--- src/rtl/rtc_frac_pkg.sv ---
package rtc_frac_pkg;

  // strobes from the control side into the counting datapath
  typedef struct packed {
    logic advance;   // accumulate on this edge
    logic loadInc;   // copy staged increment into the active one
  } ctrlStrobes_t;

endpackage

--- src/rtl/rtc_inc_ctrl.sv ---
module rtc_inc_ctrl
  import rtc_frac_pkg::*;
#(
  parameter int IncW = 24,
  parameter int LoW  = 16,
  parameter logic [IncW-1:0] DefaultInc = 24'h800000
) (
  input  logic                clk,
  input  logic                rst,
  input  logic                countEn,
  input  logic                wrLoEn,
  input  logic [LoW-1:0]      wrLoData,
  input  logic                wrHiEn,
  input  logic [IncW-LoW-1:0] wrHiData,
  input  logic                commit,
  output ctrlStrobes_t        strobes,
  output logic [IncW-1:0]     stagedInc
);

  localparam int HiW = IncW - LoW;

  logic [LoW-1:0] stageLo;
  logic [HiW-1:0] stageHi;

  always_ff @(posedge clk) begin
    if (rst) begin
      stageLo <= DefaultInc[LoW-1:0];
      stageHi <= DefaultInc[IncW-1:LoW];
    end else begin
      if (wrLoEn) stageLo <= wrLoData;
      if (wrHiEn) stageHi <= wrHiData;
    end
  end

  assign stagedInc = {stageHi, stageLo};

  always_comb begin
    strobes         = '0;
    strobes.advance = countEn & ~rst;
    strobes.loadInc = commit & ~rst;
  end


  stage_lo_hold_chk: assert property (@(posedge clk) disable iff (rst)
    (!$past(rst) && !$past(wrLoEn)) |-> $stable(stageLo));


  stage_hi_hold_chk: assert property (@(posedge clk) disable iff (rst)
    (!$past(rst) && !$past(wrHiEn)) |-> $stable(stageHi));

endmodule

--- src/rtl/rtc_count_dp.sv ---
module rtc_count_dp
  import rtc_frac_pkg::*;
#(
  parameter int IncW  = 24,
  parameter int FracW = 6,
  parameter int SubW  = 32,
  parameter int SecW  = 32,
  parameter logic [IncW-1:0] DefaultInc = 24'h800000
) (
  input  logic            clk,
  input  logic            rst,
  input  ctrlStrobes_t    strobes,
  input  logic [IncW-1:0] stagedInc,
  output logic [SecW-1:0] seconds,
  output logic [SubW-1:0] subsec,
  output logic [IncW-1:0] activeInc
);

  localparam int CoarseW = IncW - FracW;
  localparam int SumW    = SubW + 1;

  logic            fracCarry;
  logic [SumW-1:0] subSum;
  logic            secCarry;
  logic [CoarseW-1:0] coarseInc;

  assign coarseInc = activeInc[IncW-1:FracW];

  // hidden sub-LSB accumulator, present only when the increment has fraction bits
  generate
    if (FracW > 0) begin : g_frac
      logic [FracW-1:0] fracAcc;
      logic [FracW:0]   fracSum;

      assign fracSum   = {1'b0, fracAcc} + {1'b0, activeInc[FracW-1:0]};
      assign fracCarry = fracSum[FracW];

      always_ff @(posedge clk) begin
        if (rst)                  fracAcc <= '0;
        else if (strobes.advance) fracAcc <= fracSum[FracW-1:0];
      end


      frac_idle_chk: assert property (@(posedge clk) disable iff (rst)
        (!$past(rst) && !$past(strobes.advance)) |-> $stable(fracAcc));
    end else begin : g_nofrac
      assign fracCarry = 1'b0;
    end
  endgenerate

  assign subSum   = {1'b0, subsec} + SumW'(coarseInc) + SumW'(fracCarry);
  assign secCarry = subSum[SubW];

  always_ff @(posedge clk) begin
    if (rst) begin
      subsec  <= '0;
      seconds <= '0;
    end else if (strobes.advance) begin
      subsec  <= subSum[SubW-1:0];
      seconds <= seconds + SecW'(secCarry);
    end
  end

  always_ff @(posedge clk) begin
    if (rst)                  activeInc <= DefaultInc;
    else if (strobes.loadInc) activeInc <= stagedInc;
  end


  count_idle_chk: assert property (@(posedge clk) disable iff (rst)
    (!$past(rst) && !$past(strobes.advance)) |-> ($stable(subsec) && $stable(seconds)));


  sec_step_chk: assert property (@(posedge clk) disable iff (rst)
    (!$past(rst) && (seconds != $past(seconds)))
      |-> ((seconds == $past(seconds) + SecW'(1)) && (subsec < $past(subsec))));


  sub_step_chk: assert property (@(posedge clk) disable iff (rst)
    (!$past(rst) && $past(strobes.advance) && (seconds == $past(seconds)))
      |-> ((subsec - $past(subsec) >= SubW'($past(coarseInc)))
        && (subsec - $past(subsec) <= SubW'($past(coarseInc)) + SubW'(1))));


  inc_hold_chk: assert property (@(posedge clk) disable iff (rst)
    (!$past(rst) && !$past(strobes.loadInc)) |-> $stable(activeInc));

endmodule

--- src/rtl/rtc_frac_counter.sv ---
module rtc_frac_counter
  import rtc_frac_pkg::*;
#(
  parameter int IncW  = 24,
  parameter int FracW = 6,
  parameter int SubW  = 32,
  parameter int SecW  = 32,
  parameter int LoW   = 16,
  parameter logic [IncW-1:0] DefaultInc = 24'h800000
) (
  input  logic                clk,
  input  logic                rst,
  input  logic                countEn,
  input  logic                wrLoEn,
  input  logic [LoW-1:0]      wrLoData,
  input  logic                wrHiEn,
  input  logic [IncW-LoW-1:0] wrHiData,
  input  logic                commit,
  output logic [SecW-1:0]     seconds,
  output logic [SubW-1:0]     subsec,
  output logic [IncW-1:0]     activeInc
);

  ctrlStrobes_t    strobes;
  logic [IncW-1:0] stagedInc;

  rtc_inc_ctrl #(
    .IncW(IncW), .LoW(LoW), .DefaultInc(DefaultInc)
  ) u_ctrl (
    .clk(clk), .rst(rst), .countEn(countEn),
    .wrLoEn(wrLoEn), .wrLoData(wrLoData),
    .wrHiEn(wrHiEn), .wrHiData(wrHiData),
    .commit(commit), .strobes(strobes), .stagedInc(stagedInc)
  );

  rtc_count_dp #(
    .IncW(IncW), .FracW(FracW), .SubW(SubW), .SecW(SecW), .DefaultInc(DefaultInc)
  ) u_dp (
    .clk(clk), .rst(rst), .strobes(strobes), .stagedInc(stagedInc),
    .seconds(seconds), .subsec(subsec), .activeInc(activeInc)
  );

endmodule

--- config.mk ---
export PLATFORM = sky130hd
export DESIGN_NAME = rtc_frac_counter
export DESIGN_NICKNAME = d
export VERILOG_FILES = /design/src/rtl/rtc_frac_pkg.sv /design/src/rtl/rtc_inc_ctrl.sv /design/src/rtl/rtc_count_dp.sv /design/src/rtl/rtc_frac_counter.sv
export SDC_FILE = /design/constraint.sdc
export NUM_CORES = 1
export LEC_CHECK = 0
export BUFFER_PORTS_ARGS = -buffer_cell sky130_fd_sc_hd__buf_2
export CORE_MARGIN = 2
export CORE_UTILIZATION = 46
export CTS_BUF_LIST = sky130_fd_sc_hd__clkbuf_8
export CTS_CLUSTER_DIAMETER = 80
export DETAILED_ROUTE_END_ITERATION = 10
export PLACE_DENSITY = 0.69
export SLEW_MARGIN = 20
export SYNTH_ARGS = -nofsm -noshare
export SYNTH_HDL_FRONTEND = slang
export SYNTH_SLANG_ARGS = --single-unit
--- constraint.sdc ---
create_clock -name clk -period 5.56 [get_ports clk]
set_clock_uncertainty 0.15 [all_clocks]
set_input_delay 1.112 -clock clk [delete_from_list [all_inputs] [get_ports clk]]
set_output_delay 1.112 -clock clk [all_outputs]
set_load 0.1 [all_outputs]
* Word level (Yosys, flattened, before mapping)
Cells that the tools add are included.
Cells by class: bitwise logic cells 3, add/sub/neg operators 4
Operators by type and width (count):
- $add 32x18->33 | 1
- $add 33x1->33 | 1
- $add 32x1->32 | 1
- $add 6x6->7 | 1
- $and 1x1->1 | 2
- $not 1->1 | 1
Storage, ports and cells: output and inout bits 88, bits in registers 118

* Logic depth before layout (Yosys ltp)
depth in word-level cells 3, depth in mapped cells 23, depth with buffers taken out 22

* Cells and area by module
A second synthesis with hierarchy kept.
Second synthesis, totals: cell total of the unflattened synthesis 642, area, all modules 5829.3 µm²
Modules (own cells, without submodules):
- rtc_count_dp | area each 4951.0 µm², cells an instance 562, times used 1, sequential area each 1881.8 µm²
- rtc_inc_ctrl | area each 878.3 µm², cells an instance 80, times used 1, sequential area each 480.5 µm²

* Worst setup path after synthesis
No wires, ideal clock.
path type register -> register, from register u_dp.activeInc[0], to register u_dp.seconds[28], setup slack -363 ps, stages on the path, launching flop included 23, data required time 5339 ps, arrival 5703 ps, path buffers 1, period minus slack after synthesis 5923 ps, cells stage by stage dfxtp_1 ha_1 fa_1 a21oi_1 o21bai_1 a21o_1 a21oi_1 fa_1 fa_1 nand2b_1 a21oi_2 o211a_1 a41oi_2 o21a_1 buf_6 nor4b_1 ha_1 ha_1 nand2_1 nor3_1 nand4_1 or3_1 a21oi_1
Between the ends: longest elaborated chain between the ends 3
Ends and longest elaborated chain:
- start, declared | RTL line rtc_count_dp.sv:16 | output logic [IncW-1:0] activeInc
- start signal, assigned | RTL line rtc_count_dp.sv:65 | if (rst) activeInc <= DefaultInc;
- start signal, assigned | RTL line rtc_count_dp.sv:66 | else if (strobes.loadInc) activeInc <= stagedInc;
- $add 6x6->7 | RTL line rtc_count_dp.sv:35 | assign fracSum = {1'b0, fracAcc} + {1'b0, activeInc[FracW-1:0]};
- $add 33x1->33 | RTL line rtc_count_dp.sv:51 | assign subSum = {1'b0, subsec} + SumW'(coarseInc) + SumW'(fracCarry);
- $add 32x1->32 | RTL line rtc_count_dp.sv:60 | seconds <= seconds + SecW'(secCarry);
- end signal, assigned | RTL line rtc_count_dp.sv:60
- end, declared | RTL line rtc_count_dp.sv:14 | output logic [SecW-1:0] seconds,
No other way between the ends. A chain may end at the register's enable or synchronous reset.

* Final worst setup path
from register u_dp.activeInc[0], to register u_dp.seconds[31]
Same word-level chain as after synthesis.

==> impl_metrics.yaml <==
place:
  dp.cells: 898
  finalWeightedCongestion: 0.8112
  port_buffers: 117
  dpl.hpwl_um: 9674
timing:
  maxSlewViolCount: 0
  maxSlewHeadroom_pct: 32.16
  period_minus_slack_ps: 5191
  clock.fmax_ghz: 0.1926
  hold_viol_final: 0
  worstMarginPinSlew_ps: 1018
  min_period_over_period_pct: 93.37
  finalSetupViolCount: 0
  rsz0062_at_grt: "no"
  timing.setup.tns_ps: 0
finish:
  n_antenna_cell: 0
  nets: 809
  area_growth_pct: 19.33
  drive_above_1_share_pct: 22.31
  nFillCells: 1117
  seq_area_um2: 2370
  multi_input_area_um2: 3233
  layout.cells.non_filler: 930
min_path:
  min_path_cells: 1
  worstHoldStart: "u_ctrl.stageHi[7]"
  holdPathEnd: "u_dp.activeInc[23]"
  hold_class: "flip-flop to flip-flop"
grt:
  grt_max_degree: 105
  antenna_found_initial: 0
  grt-ovfl-total: 0
  grt_pass1_wl_um: 22170
  grtUsageTotal_pct: 20.94
  first_global_vias: 4589
setup_path:
  endpoint_kind: "flip-flop"
  setup.worst_path.class: "flip-flop to flip-flop"
  crit_fanout: 6
  critPathLaunchType: "flip-flop"
  crit_required_ps: 5700
  worstReg2RegEnd: "u_dp.seconds[31]"
  reg2reg_depth: 21
  rrSetupSlack_ps: 370
  cp.arrival_ps: 5330
  r2r-start: "u_dp.activeInc[0]"
power:
  ir_drop_uv: 227.0
  p_sw_mw: 0.5203
  internal_power_mw: 1.386
  power_density_nw_per_um2: 277.0
  p_leak_nw: 3.255
  swShare_pct: 27.30
  clockPowerShare_pct: 41.5
  pwr-share-seq_pct: 46.5
  combPwrFrac_pct: 12.0
detailed_routing:
  ant_nets: 0
  num_vias: 4885
  drc_errors: 0
  drt_iter0_drc: 339
  drtPass1Iterations: 4
  viasPerCell: 5.253
  wirelength_um: 13480
  detail_route.wl_per_cell_um: 14.49
synth:
  synth_edf_count: 0
  ys_types: 62
  synthCells: 643
  ys_warn_count: 0
  synth_ff_type: "dfxtp_1"
  syn-cell-area_um2: 5768
  syn_nets: 702
  avgSynthCellArea_um2: 8.971
  async_flop_share_pct: 0
  ys_ff_latch: 118
  ys_seq_area_share_pct: 40.95
floorplanning:
  core-area_um2: 12110
  start_util_pct: 47.62
  die_x_um: 116.0
  ios: 118
  die-area_um2: 13450
  die-height_um: 116.0
  row_count: 40
clock_tree:
  cts_buffer_depth: 2
  cts_tree: "done"
  cts.clk_slew.worst_paths_ps: 70
  cts_hold_buffers: 0
  insertion_delay_ps: 440
  root_buffer: "clkbuf_8"
  cts_buffers: 17
  cts.sinks: 118
  cts_max_level: 4
job:
  cap_violations: 0
outcome:
  status: "completed"
==> cell usage after synthesis, types with 4 or more instances <==
library cell,number,area (µm²)
nand4_1,10,62.56
xnor2_1,14,122.6
nand2_1,47,176.4
and3_1,9,56.30
nor2b_1,7,43.79
a21oi_1,32,160.2
clkbuf_1,23,86.33
dfxtp_1,118,2362
nand3b_1,4,30.03
mux2i_1,62,620.6
o21ai_1,4,20.02
or3_1,9,56.30
inv_1,9,33.78
xor2_1,33,289.0
nand3_1,14,70.07
nor2_1,114,427.9
o2111ai_1,4,35.03
buf_1,5,18.77
buf_2,6,30.03
nor3_1,11,55.05
ha_1,26,325.3
o21ai_0,20,100.1
==> worst max-delay path by stage <==
stage                             to  slack (ps)  cells after the start                   start
CTS                 u_dp.seconds[28]         100                     21       u_dp.activeInc[0]
global route        u_dp.seconds[31]          40                     21  u_dp.g_frac.fracAcc[0]
floorplan           u_dp.seconds[28]         100                     19       u_dp.activeInc[4]
finish              u_dp.seconds[31]         370                     21       u_dp.activeInc[0]
detailed placement  u_dp.seconds[28]         130                     21       u_dp.activeInc[0]
global placement    u_dp.seconds[30]         370                     21       u_dp.activeInc[0]
==> repair_timing <==
item | 4_1_cts | 5_1_grt
endpoints found under the hold margin | 0 | 0
gates resized for setup | 0 | 2
setup buffers | 0 | 1
setup endpoints to repair | 0 | 12
==> cells by family (layout without fill, tap and decap cells) <==
kind of cell | Yosys count | count (layout) | synth area share [%]
buffers and inverters | 45 | 164 | 3.189
flip-flops | 118 | 118 | 40.95
multiplexers | 63 | 63 | 10.95
XOR/XNOR | 47 | 47 | 7.137
AND/OR/NAND/NOR | 250 | 250 | 21.11
AO/OA/AOI/OAI | 91 | 91 | 9.978
adder cells (fa/ha/maj) | 29 | 29 | 6.681
==> cell type report <==
| cell class | instances | area share [%] |
|---|---|---|
| well taps | 168 | 3.054 |
| clock inverters | 12 | 2.000 |
| repair buffers | 123 | 9.198 |
| multi-input cells | 480 | 46.97 |
| clock buffers | 19 | 3.799 |
| inverters | 10 | 0.5454 |
| flip-flops and latches | 118 | 34.43 |
==> power by group through the flow <==
| stage | Clock (mW) | Sequential (mW) | Combinational, mW |
|---|---|---|---|
| 2_1_floorplan | 0 | 0.986 | 0.101 |
| 5_1_grt | 0.838 | 0.890 | 0.246 |
| 6_report | 0.791 | 0.887 | 0.228 |
| 3_3_place_gp | 0 | 0.905 | 0.224 |
| 3_5_place_dp | 0 | 0.906 | 0.229 |
| 4_1_cts | 0.804 | 0.887 | 0.229 |
==> flip-flops by register name, summed over array words and instances, names as in the netlist <==
name	count
u_dp.g_frac.fracAcc	6
u_dp.activeInc	24
u_dp.subsec	32
u_ctrl.stageLo	16
u_dp.seconds	32
u_ctrl.stageHi	8
==> layer usage <==
| layer | track usage (%) | up-vias | wire length (µm) |
|---|---|---|---|
| met3 | 6.538 | 14 | 770 |
| li1 | - | 2462 | - |
| met4 | 8.175 | 0 | 168 |
| met5 | 0 | - | 0 |
| met2 | 32.44 | 104 | 6499 |
| met1 | 27.36 | 2305 | 6039 |
==> worst max-delay path: stages, from the launching register on <==
cell and delay, ps:
dfxtp_4 350, ha_1 180, fa_1 210, a21oi_1 80, o21bai_1 210, a21o_1 150
a21oi_1 70, fa_1 420, fa_1 430, nand2b_1 190, a21oi_2 180, o211a_1 200
a41oi_2 190, o21a_1 270, nor4b_2 350, ha_1 200, and3_1 180, and3_4 230
and4_4 260, or3b_1 360, xor2_1 140, nor2_1 60
==> placed cells by master (no fill, tap or decap), types with 3 or more instances in the layout <==
cell,instances
nand3b_1,4
mux2i_1,62
inv_1,12
nor2b_1,7
or3_1,9
and3_1,9
nor2_1,114
clkinv_2,4
ha_1,26
nor4_1,3
fa_1,3
a31oi_1,3
dfxtp_1,114
a21oi_1,32
a211o_1,3
o21a_1,3
dfxtp_2,3
nand2b_1,3
buf_2,116
nand4_1,10
nand3_1,14
a211oi_1,3
o2111ai_1,4
nor3_1,10
nand4_2,3
o21ai_1,4
buf_4,7
xnor2_1,14
nand2_1,47
bufinv_16,3
clkbuf_8,19
xor2_1,33
o21ai_0,20
==> metrics by stage <==
step / total power, mW / area [µm²] / utilization [%] / hold WS (ps) / setup WS, ps
after global routing: 1.974 / 6883 / 56.83 / 341.0 / 36.08
after global placement: 1.129 / 6465 / 53.38 / 293.1 / 368.4
after detailed placement: 1.135 / 6465 / 53.38 / 299.0 / 128.2
after CTS: 1.920 / 6864 / 56.67 / 317.0 / 96.79
final: 1.906 / 6883 / 56.83 / 315.4 / 368.6
after floorplan: 1.087 / 5776 / - / 277.3 / 100.7
No activity file was read; power rests on OpenSTA's default activity.
